`config.mk`:
```
export PLATFORM = sky130hd
export DESIGN_NAME = cap_chain_walker
export DESIGN_NICKNAME = d
export VERILOG_FILES = /design/src/rtl/cwalk_pkg.sv /design/src/rtl/cwalk_hdr_decode.sv /design/src/rtl/cwalk_cap_regs.sv /design/src/rtl/cap_chain_walker.sv
export SDC_FILE = /design/constraint.sdc
export NUM_CORES = 1
export LEC_CHECK = 0
export BUFFER_PORTS_ARGS = -buffer_cell sky130_fd_sc_hd__buf_2
export CAP_MARGIN = 20
export CORE_ASPECT_RATIO = 1.25
export CORE_MARGIN = 3
export CORE_UTILIZATION = 40
export DETAILED_ROUTE_END_ITERATION = 8
export GPL_TIMING_DRIVEN = 0
export RECOVER_POWER = 25
export SLEW_MARGIN = 40
export SYNTH_ARGS = -nofsm -noshare
export SYNTH_HDL_FRONTEND = slang
export SYNTH_SLANG_ARGS = --single-unit
```
`constraint.sdc`:
```
create_clock -name clk -period 9.5 [get_ports clk]
set_clock_uncertainty 0.15 [all_clocks]
set_input_delay 0 -clock clk [delete_from_list [all_inputs] [get_ports clk]]
set_output_delay 0 -clock clk [all_outputs]
set_load 0.01 [all_outputs]
```
`src/rtl/cwalk_pkg.sv`:
```
package cwalk_pkg;

    typedef enum logic [2:0] {
        S_IDLE,
        S_HDR_REQ,
        S_HDR_WAIT,
        S_VAL_REQ,
        S_VAL_WAIT,
        S_DONE
    } walk_state_t;

    typedef enum logic [1:0] {
        ERR_NONE     = 2'd0,
        ERR_ILLEGAL  = 2'd1,
        ERR_REQUIRED = 2'd2,
        ERR_BOUNDS   = 2'd3
    } walk_err_t;

    typedef enum logic [2:0] {
        ACT_SKIP,
        ACT_END,
        ACT_ILLEGAL,
        ACT_REQUIRED,
        ACT_BOUNDS,
        ACT_FREQ,
        ACT_MBOX
    } hdr_act_t;

    localparam logic [14:0] TC_ILLEGAL = 15'd0;
    localparam logic [14:0] TC_PAD     = 15'd1;
    localparam logic [14:0] TC_END     = 15'd2;
    localparam logic [14:0] TC_FREQ    = 15'd3;
    localparam logic [14:0] TC_MBOX    = 15'd4;

endpackage

```
`src/rtl/cwalk_hdr_decode.sv`:
```
module cwalk_hdr_decode
    import cwalk_pkg::*;
#(
    parameter int SPACE_BYTES = 8192,
    parameter int OFF_W       = 14
) (
    input  logic [OFF_W-1:0] cur,
    input  logic [31:0]      hdr,
    output hdr_act_t         act,
    output logic [OFF_W-1:0] nxt,
    output logic [15:0]      len
);
    localparam int SUM_W = ((OFF_W > 16) ? OFF_W : 16) + 2;

    logic [14:0]      code;
    logic             req_bit;
    logic [SUM_W-1:0] rec_end;

    always_comb begin
        code    = hdr[14:0];
        req_bit = hdr[15];
        len     = hdr[31:16];
        rec_end = SUM_W'(cur) + SUM_W'(4) + SUM_W'(len);
        nxt     = rec_end[OFF_W-1:0];
        if (code == TC_ILLEGAL)
            act = ACT_ILLEGAL;
        else if (code == TC_END)
            act = ACT_END;
        else if (len[1:0] != 2'b00 || rec_end > SUM_W'(SPACE_BYTES))
            act = ACT_BOUNDS;
        else if (code == TC_FREQ)
            act = (len == 16'd0) ? ACT_BOUNDS : ACT_FREQ;
        else if (code == TC_MBOX)
            act = ACT_MBOX;
        else if (code == TC_PAD)
            act = ACT_SKIP;
        else if (req_bit)
            act = ACT_REQUIRED;
        else
            act = ACT_SKIP;
    end
endmodule

```
`src/rtl/cwalk_cap_regs.sv`:
```
module cwalk_cap_regs #(
    parameter int OFF_W        = 14,
    parameter int DEF_MBOX_OFF = 32'h1800,
    parameter int DEF_MBOX_LEN = 504
) (
    input  logic             clk,
    input  logic             rst_n,
    input  logic             clear,
    input  logic             freq_we,
    input  logic [31:0]      freq_in,
    input  logic             mbox_we,
    input  logic [OFF_W-1:0] mbox_off_in,
    input  logic [15:0]      mbox_len_in,
    output logic [31:0]      clk_mhz,
    output logic             clk_mhz_valid,
    output logic [OFF_W-1:0] mbox_off,
    output logic [15:0]      mbox_len
);
    localparam logic [OFF_W-1:0] DEF_OFF = OFF_W'(DEF_MBOX_OFF);
    localparam logic [15:0]      DEF_LEN = 16'(DEF_MBOX_LEN);

    always_ff @(posedge clk or negedge rst_n) begin
        if (!rst_n) begin
            clk_mhz       <= '0;
            clk_mhz_valid <= 1'b0;
            mbox_off      <= DEF_OFF;
            mbox_len      <= DEF_LEN;
        end else if (clear) begin
            clk_mhz       <= '0;
            clk_mhz_valid <= 1'b0;
            mbox_off      <= DEF_OFF;
            mbox_len      <= DEF_LEN;
        end else begin
            if (freq_we) begin
                clk_mhz       <= freq_in;
                clk_mhz_valid <= 1'b1;
            end
            if (mbox_we) begin
                mbox_off <= mbox_off_in;
                mbox_len <= mbox_len_in;
            end
        end
    end

    // an accepted start brings every capability back to its default
    p_defaults_r11: assert property (@(posedge clk) disable iff (!rst_n)
        clear |=> (mbox_off == DEF_OFF && mbox_len == DEF_LEN && !clk_mhz_valid));

    // a mailbox write lands on the outputs one cycle later
    p_mbox_load_r8: assert property (@(posedge clk) disable iff (!rst_n)
        (mbox_we && !clear) |=> (mbox_off == $past(mbox_off_in) && mbox_len == $past(mbox_len_in)));
endmodule

```
`src/rtl/cap_chain_walker.sv`:
```
module cap_chain_walker
    import cwalk_pkg::*;
#(
    parameter int SPACE_BYTES  = 8192,
    parameter int DEF_MBOX_OFF = 32'h1800,
    parameter int DEF_MBOX_LEN = 504,
    localparam int AW          = $clog2(SPACE_BYTES),
    localparam int OFF_W       = AW + 1
) (
    input  logic             clk,
    input  logic             rst_n,
    input  logic             start,
    input  logic [AW-1:0]    base_off,
    output logic             mem_req,
    output logic [AW-1:0]    mem_addr,
    input  logic             mem_rsp_valid,
    input  logic [31:0]      mem_rsp_data,
    output logic             busy,
    output logic             done,
    output logic [1:0]       err_code,
    output logic [31:0]      clk_mhz,
    output logic             clk_mhz_valid,
    output logic [OFF_W-1:0] mbox_off,
    output logic [15:0]      mbox_len
);
    walk_state_t      state_q, state_d;
    walk_err_t        err_q, err_d;
    logic [OFF_W-1:0] cur_q, cur_d, nxt_q, nxt_d;
    logic [OFF_W-1:0] val_addr;
    logic [OFF_W:0]   hdr_end;
    logic             hdr_oob;
    logic             cap_clear, freq_we, mbox_we;
    hdr_act_t         act;
    logic [OFF_W-1:0] dec_nxt;
    logic [15:0]      dec_len;

    cwalk_hdr_decode #(.SPACE_BYTES(SPACE_BYTES), .OFF_W(OFF_W)) u_dec (
        .cur (cur_q),
        .hdr (mem_rsp_data),
        .act (act),
        .nxt (dec_nxt),
        .len (dec_len)
    );

    cwalk_cap_regs #(.OFF_W(OFF_W), .DEF_MBOX_OFF(DEF_MBOX_OFF),
                     .DEF_MBOX_LEN(DEF_MBOX_LEN)) u_caps (
        .clk           (clk),
        .rst_n         (rst_n),
        .clear         (cap_clear),
        .freq_we       (freq_we),
        .freq_in       (mem_rsp_data),
        .mbox_we       (mbox_we),
        .mbox_off_in   (val_addr),
        .mbox_len_in   (dec_len),
        .clk_mhz       (clk_mhz),
        .clk_mhz_valid (clk_mhz_valid),
        .mbox_off      (mbox_off),
        .mbox_len      (mbox_len)
    );

    always_comb begin
        val_addr = cur_q + OFF_W'(4);
        hdr_end  = {1'b0, cur_q} + (OFF_W+1)'(4);
        hdr_oob  = (cur_q[1:0] != 2'b00) || (hdr_end > (OFF_W+1)'(SPACE_BYTES));
    end

    // next-state and datapath
    always_comb begin
        state_d   = state_q;
        err_d     = err_q;
        cur_d     = cur_q;
        nxt_d     = nxt_q;
        cap_clear = 1'b0;
        freq_we   = 1'b0;
        mbox_we   = 1'b0;
        unique case (state_q)
            S_IDLE, S_DONE: begin
                if (start) begin
                    cap_clear = 1'b1;
                    err_d     = ERR_NONE;
                    cur_d     = OFF_W'(base_off);
                    state_d   = (base_off == '0) ? S_DONE : S_HDR_REQ;
                end
            end
            S_HDR_REQ: begin
                if (hdr_oob) begin
                    err_d   = ERR_BOUNDS;
                    state_d = S_DONE;
                end else begin
                    state_d = S_HDR_WAIT;
                end
            end
            S_HDR_WAIT: begin
                if (mem_rsp_valid) begin
                    unique case (act)
                        ACT_END:      state_d = S_DONE;
                        ACT_ILLEGAL:  begin err_d = ERR_ILLEGAL;  state_d = S_DONE; end
                        ACT_REQUIRED: begin err_d = ERR_REQUIRED; state_d = S_DONE; end
                        ACT_BOUNDS:   begin err_d = ERR_BOUNDS;   state_d = S_DONE; end
                        ACT_FREQ:     begin nxt_d = dec_nxt; state_d = S_VAL_REQ; end
                        ACT_MBOX: begin
                            mbox_we = 1'b1;
                            cur_d   = dec_nxt;
                            state_d = S_HDR_REQ;
                        end
                        default: begin
                            cur_d   = dec_nxt;
                            state_d = S_HDR_REQ;
                        end
                    endcase
                end
            end
            S_VAL_REQ: state_d = S_VAL_WAIT;
            S_VAL_WAIT: begin
                if (mem_rsp_valid) begin
                    freq_we = 1'b1;
                    cur_d   = nxt_q;
                    state_d = S_HDR_REQ;
                end
            end
            default: state_d = S_IDLE;
        endcase
    end

    // state register
    always_ff @(posedge clk or negedge rst_n) begin
        if (!rst_n) begin
            state_q <= S_IDLE;
            err_q   <= ERR_NONE;
            cur_q   <= '0;
            nxt_q   <= '0;
        end else begin
            state_q <= state_d;
            err_q   <= err_d;
            cur_q   <= cur_d;
            nxt_q   <= nxt_d;
        end
    end

    // outputs
    always_comb begin
        mem_req  = 1'b0;
        mem_addr = cur_q[AW-1:0];
        busy     = 1'b0;
        done     = 1'b0;
        err_code = err_q;
        unique case (state_q)
            S_HDR_REQ:  begin busy = 1'b1; mem_req = !hdr_oob; end
            S_HDR_WAIT: busy = 1'b1;
            S_VAL_REQ:  begin busy = 1'b1; mem_req = 1'b1; mem_addr = val_addr[AW-1:0]; end
            S_VAL_WAIT: busy = 1'b1;
            S_DONE:     done = 1'b1;
            default:    ;
        endcase
    end

    // one request at a time, each a single-cycle pulse
    p_req_pulse_r10: assert property (@(posedge clk) disable iff (!rst_n)
        mem_req |=> !mem_req);

    // finished state and result stay put until a new start
    p_done_hold_r10: assert property (@(posedge clk) disable iff (!rst_n)
        (done && !start) |=> (done && $stable(err_code)));

    // an empty chain finishes on the next cycle without error
    p_zero_base_r1: assert property (@(posedge clk) disable iff (!rst_n)
        (start && !busy && base_off == '0) |=> (done && err_code == 2'd0 && !mem_req));

    // every read is word aligned
    p_aligned_r2: assert property (@(posedge clk) disable iff (!rst_n)
        mem_req |-> (mem_addr[1:0] == 2'b00));

    // a start while busy does not disturb the walk result code
    p_err_clear_r10: assert property (@(posedge clk) disable iff (!rst_n)
        busy |-> (err_code == 2'd0));
endmodule

```
==> impl_metrics.toml <==
[sta]
setup_viol = 0
layout_worst_path_cycle_share_pct = 65.8
hold_viol_final = 0
final.min_clock_period_ns = 6.25
worstMarginPinSlew_ns = 3.64
fin_tns_setup_ns = 0
fmax_mhz = 160
timing.slew.headroom_pct = -142
rsz0062_at_grt = "false"
drv_slew = 97

[logic_synthesis]
async_reset_ff_share_pct = 100
synth_top_area_share_pct = 34.3
syn_area_um2 = 6420
yosysTopAreaCell = "dfrtp_1"
ys_ff_latch = 96
syn_inst = 767
synth_warnings = 0
synth_commonest_cells = "nand2_1, dfrtp_1, a21oi_1, nor2_1, clkbuf_1"
synthTopCellsByArea = "dfrtp_1, nand2_1, mux2i_1, a21oi_1, ha_1"
synth_edf_count = 0
post-synth-top-count-cell = "nand2_1"
syn-mean-instance-area_um2 = 8.38
syn-num-nets = 836
synth-main-ff-cell = "dfrtp_1"
synth.distinct_cells = 67
yosysSeqAreaShare_pct = 37.5

[floorplanning]
start_util_pct = 41.1
boundaryPins = 130
fp.dieH_um = 148
rows = 51
die_w_um = 119
die-area_um2 = 17600
core_area_um2 = 15600

[cells_and_area]
stdcell_count = 1169
diodes = 0
nNetsFinal = 1021
fillers = 1528
drive_above_1_share_pct = 18.6
area_growth_syn_to_layout_pct = 26.4

[grt]
grt_max_degree = 69
grt_pass1_vias = 6254
grt_pass1_wl_um = 33900
antenna_found_initial = 0
overflow = 0
track_usage_pct = 24.3

[clock_tree]
cts_buffer_depth = 2
h-tree-depth = 3
clk_pin_slew_ns = 0.08
cts_root_buf = "clkbuf_16"
cts_resized = 0
clock_latency_ns = 0.36
cts_sinks = 96
cts_made_buffers = 9
post_cts_buffers = 0
cts_tree = "built"

[pwr]
p_per_area_nw_per_um2 = 305
switching_share_pct = 46.9
clockPowerShare_pct = 17.1
p_leak_nw = 3.65
p_int_mw = 1.31
peakVddDrop_mv = 0.127
p_seq_share_pct = 23.9
comb_power_share_pct = 59.0
power_switching_mw = 1.16

[setup_path]
crit_path_end_kind = "flip-flop"
cpMostUsedCell = "buf_6"
reg2reg_slack_ns = 3.25
critPathMaxStageDelay_ns = 0.67
cp.arrival_ns = 6.34
slowest_stage = "a2111oi_4"
crit_path_end = "nxt_q[10]"
critPathMaxFanout = 10
r2r_end = "nxt_q[10]"
crit_type = "flip-flop to flip-flop"
r2r-start = "cur_q[5]"
required_ns = 9.59
r2r_cells = 16
startpoint_type = "flip-flop"
critPathLaunch = "cur_q[5]"
cp_cell_sequence = "clkbuf_1 -> nand2_1 -> nor4_1 -> xor2_1 -> ha_1 -> and3_1 -> a221oi_1 -> o21ai_0 -> or4_1 -> a2111o_1 -> a2bb2oi_1 -> a22o_1 -> buf_6 -> a2111oi_4 -> buf_6 -> mux2_4"

[outcome]
status = "finished, violations left"
violations = "max-capacitance violations, max-slew violations"

[placement]
gp_congestion = 0.932
portBuffers = 127
dpl.hpwl_um = 15800
place_inst = 1107

[drt]
vias = 6430
wire_per_inst_um = 18.0
first_pass_iters = 5
ant_nets = 0
drtIter0Drc = 521
wirelength_um = 21000
drc = 0
viasPerCell = 5.50

[worst_hold_path]
hold_class = "input pin to async pin"

[job]
cap_violations = 2
## power groups by stage
stage               clock network [mW]  registers, mW  logic, mW
global placement                     0          0.596       1.42
CTS                              0.430          0.591       1.45
detailed placement                   0          0.599       1.42
floorplan                            0          0.617      0.954
finish                           0.423          0.591       1.46
global route                     0.445          0.605       1.62
## logic make-up after synthesis
| kind of cell | Yosys count | synth area share [%] |
|---|---|---|
| simple gates | 309 | 22.3 |
| compound gates | 199 | 21.3 |
| flops | 96 | 37.5 |
| buf+inv | 78 | 4.99 |
| mux | 38 | 6.21 |
| xor+xnor | 27 | 3.68 |
| fa+ha+maj | 20 | 4.01 |
## placed cells by master, fill, tap and decap left out, types with 19 or more instances in the layout
cell type	instances
o211ai_1	19
nor3_1	22
mux2i_1	29
buf_2	130
o21ai_0	24
dlygate4sd3_1	45
dfrtp_1	88
clkbuf_1	46
a22oi_1	19
nand2_1	152
nor2_1	46
inv_1	20
a21oi_1	56
ha_1	19
## sequential cells by signal, indices dropped and copies added, names as in the netlist
register and flops:
cur_q 14, nxt_q 14, u_caps.clk_mhz 32, u_caps.mbox_off 14, err_code 2, u_caps.mbox_len 16, u_caps.clk_mhz_valid 1, state_q 3
## metrics by stage
| step | util (%) | worst slack (ns) | area [um^2] | hold slack (ns) | total power [mW] |
|---|---|---|---|---|---|
| detailed placement | 47.1 | 3.38 | 7360 | -0.277 | 2.02 |
| global route | 51.9 | 2.92 | 8120 | 0.0717 | 2.67 |
| global placement | 46.9 | 3.37 | 7330 | 0.103 | 2.01 |
| CTS | 52.3 | 3.35 | 8170 | 0.0165 | 2.47 |
| floorplan | - | 4.57 | 6420 | -0.446 | 1.57 |
| finish | 51.9 | 3.25 | 8120 | 0.0396 | 2.47 |
## routing by layer
layer  GRT usage (%)  share of wire [%]  vias up
met5               0                  0        -
met4            11.2                3.9        0
met3            2.49                5.0       37
met2            39.1                 46      226
met1            33.2                 45     3050
li1                -                  -     3117
## critical path, delay by kind of cell, from the launching register on
family,cells,cell delay (ns)
xor gates and xnor gates,1,0.44
muxes,1,0.31
adders and majority gates,1,0.33
AOI/OAI and AO/OA,6,2.27
buffers and inverters,3,0.77
and+or+nand+nor,4,1.51
DFF,1,0.33
## how the worst min path moves through the flow
| stage | startpoint | to | depth (start not counted) |
|---|---|---|---|
| 2_1_floorplan | rst_n | cur_q[0] | 0 |
| 3_3_place_gp | mem_rsp_data[5] | u_caps.clk_mhz[5] | 3 |
| 3_5_place_dp | rst_n | u_caps.mbox_len[9] | 1 |
| 4_1_cts | rst_n | u_caps.mbox_len[7] | 2 |
| 5_1_grt | rst_n | u_caps.mbox_len[7] | 2 |
| 6_report | rst_n | u_caps.mbox_len[7] | 2 |
## repair_timing
| item | CTS | global route |
|---|---|---|
| hold endpoints to repair | 152 | 0 |
| hold buffers | 46 | 0 |
| setup endpoints to repair | 0 | 0 |
## area by class of cell
| type | count | area, um^2 | share of cell area, % |
|---|---|---|---|
| tap | 212 | 265 | 3.27 |
| inverter | 20 | 75.1 | 0.924 |
| clock buffer | 11 | 253 | 3.11 |
| sequential | 96 | 2410 | 29.7 |
| timing repair buffer | 174 | 1090 | 13.5 |
| buffer | 58 | 245 | 3.02 |
| clock inverter | 5 | 85.1 | 1.05 |
| multi-input combinational | 593 | 3690 | 45.5 |
(Power assumes the default switching activity.)
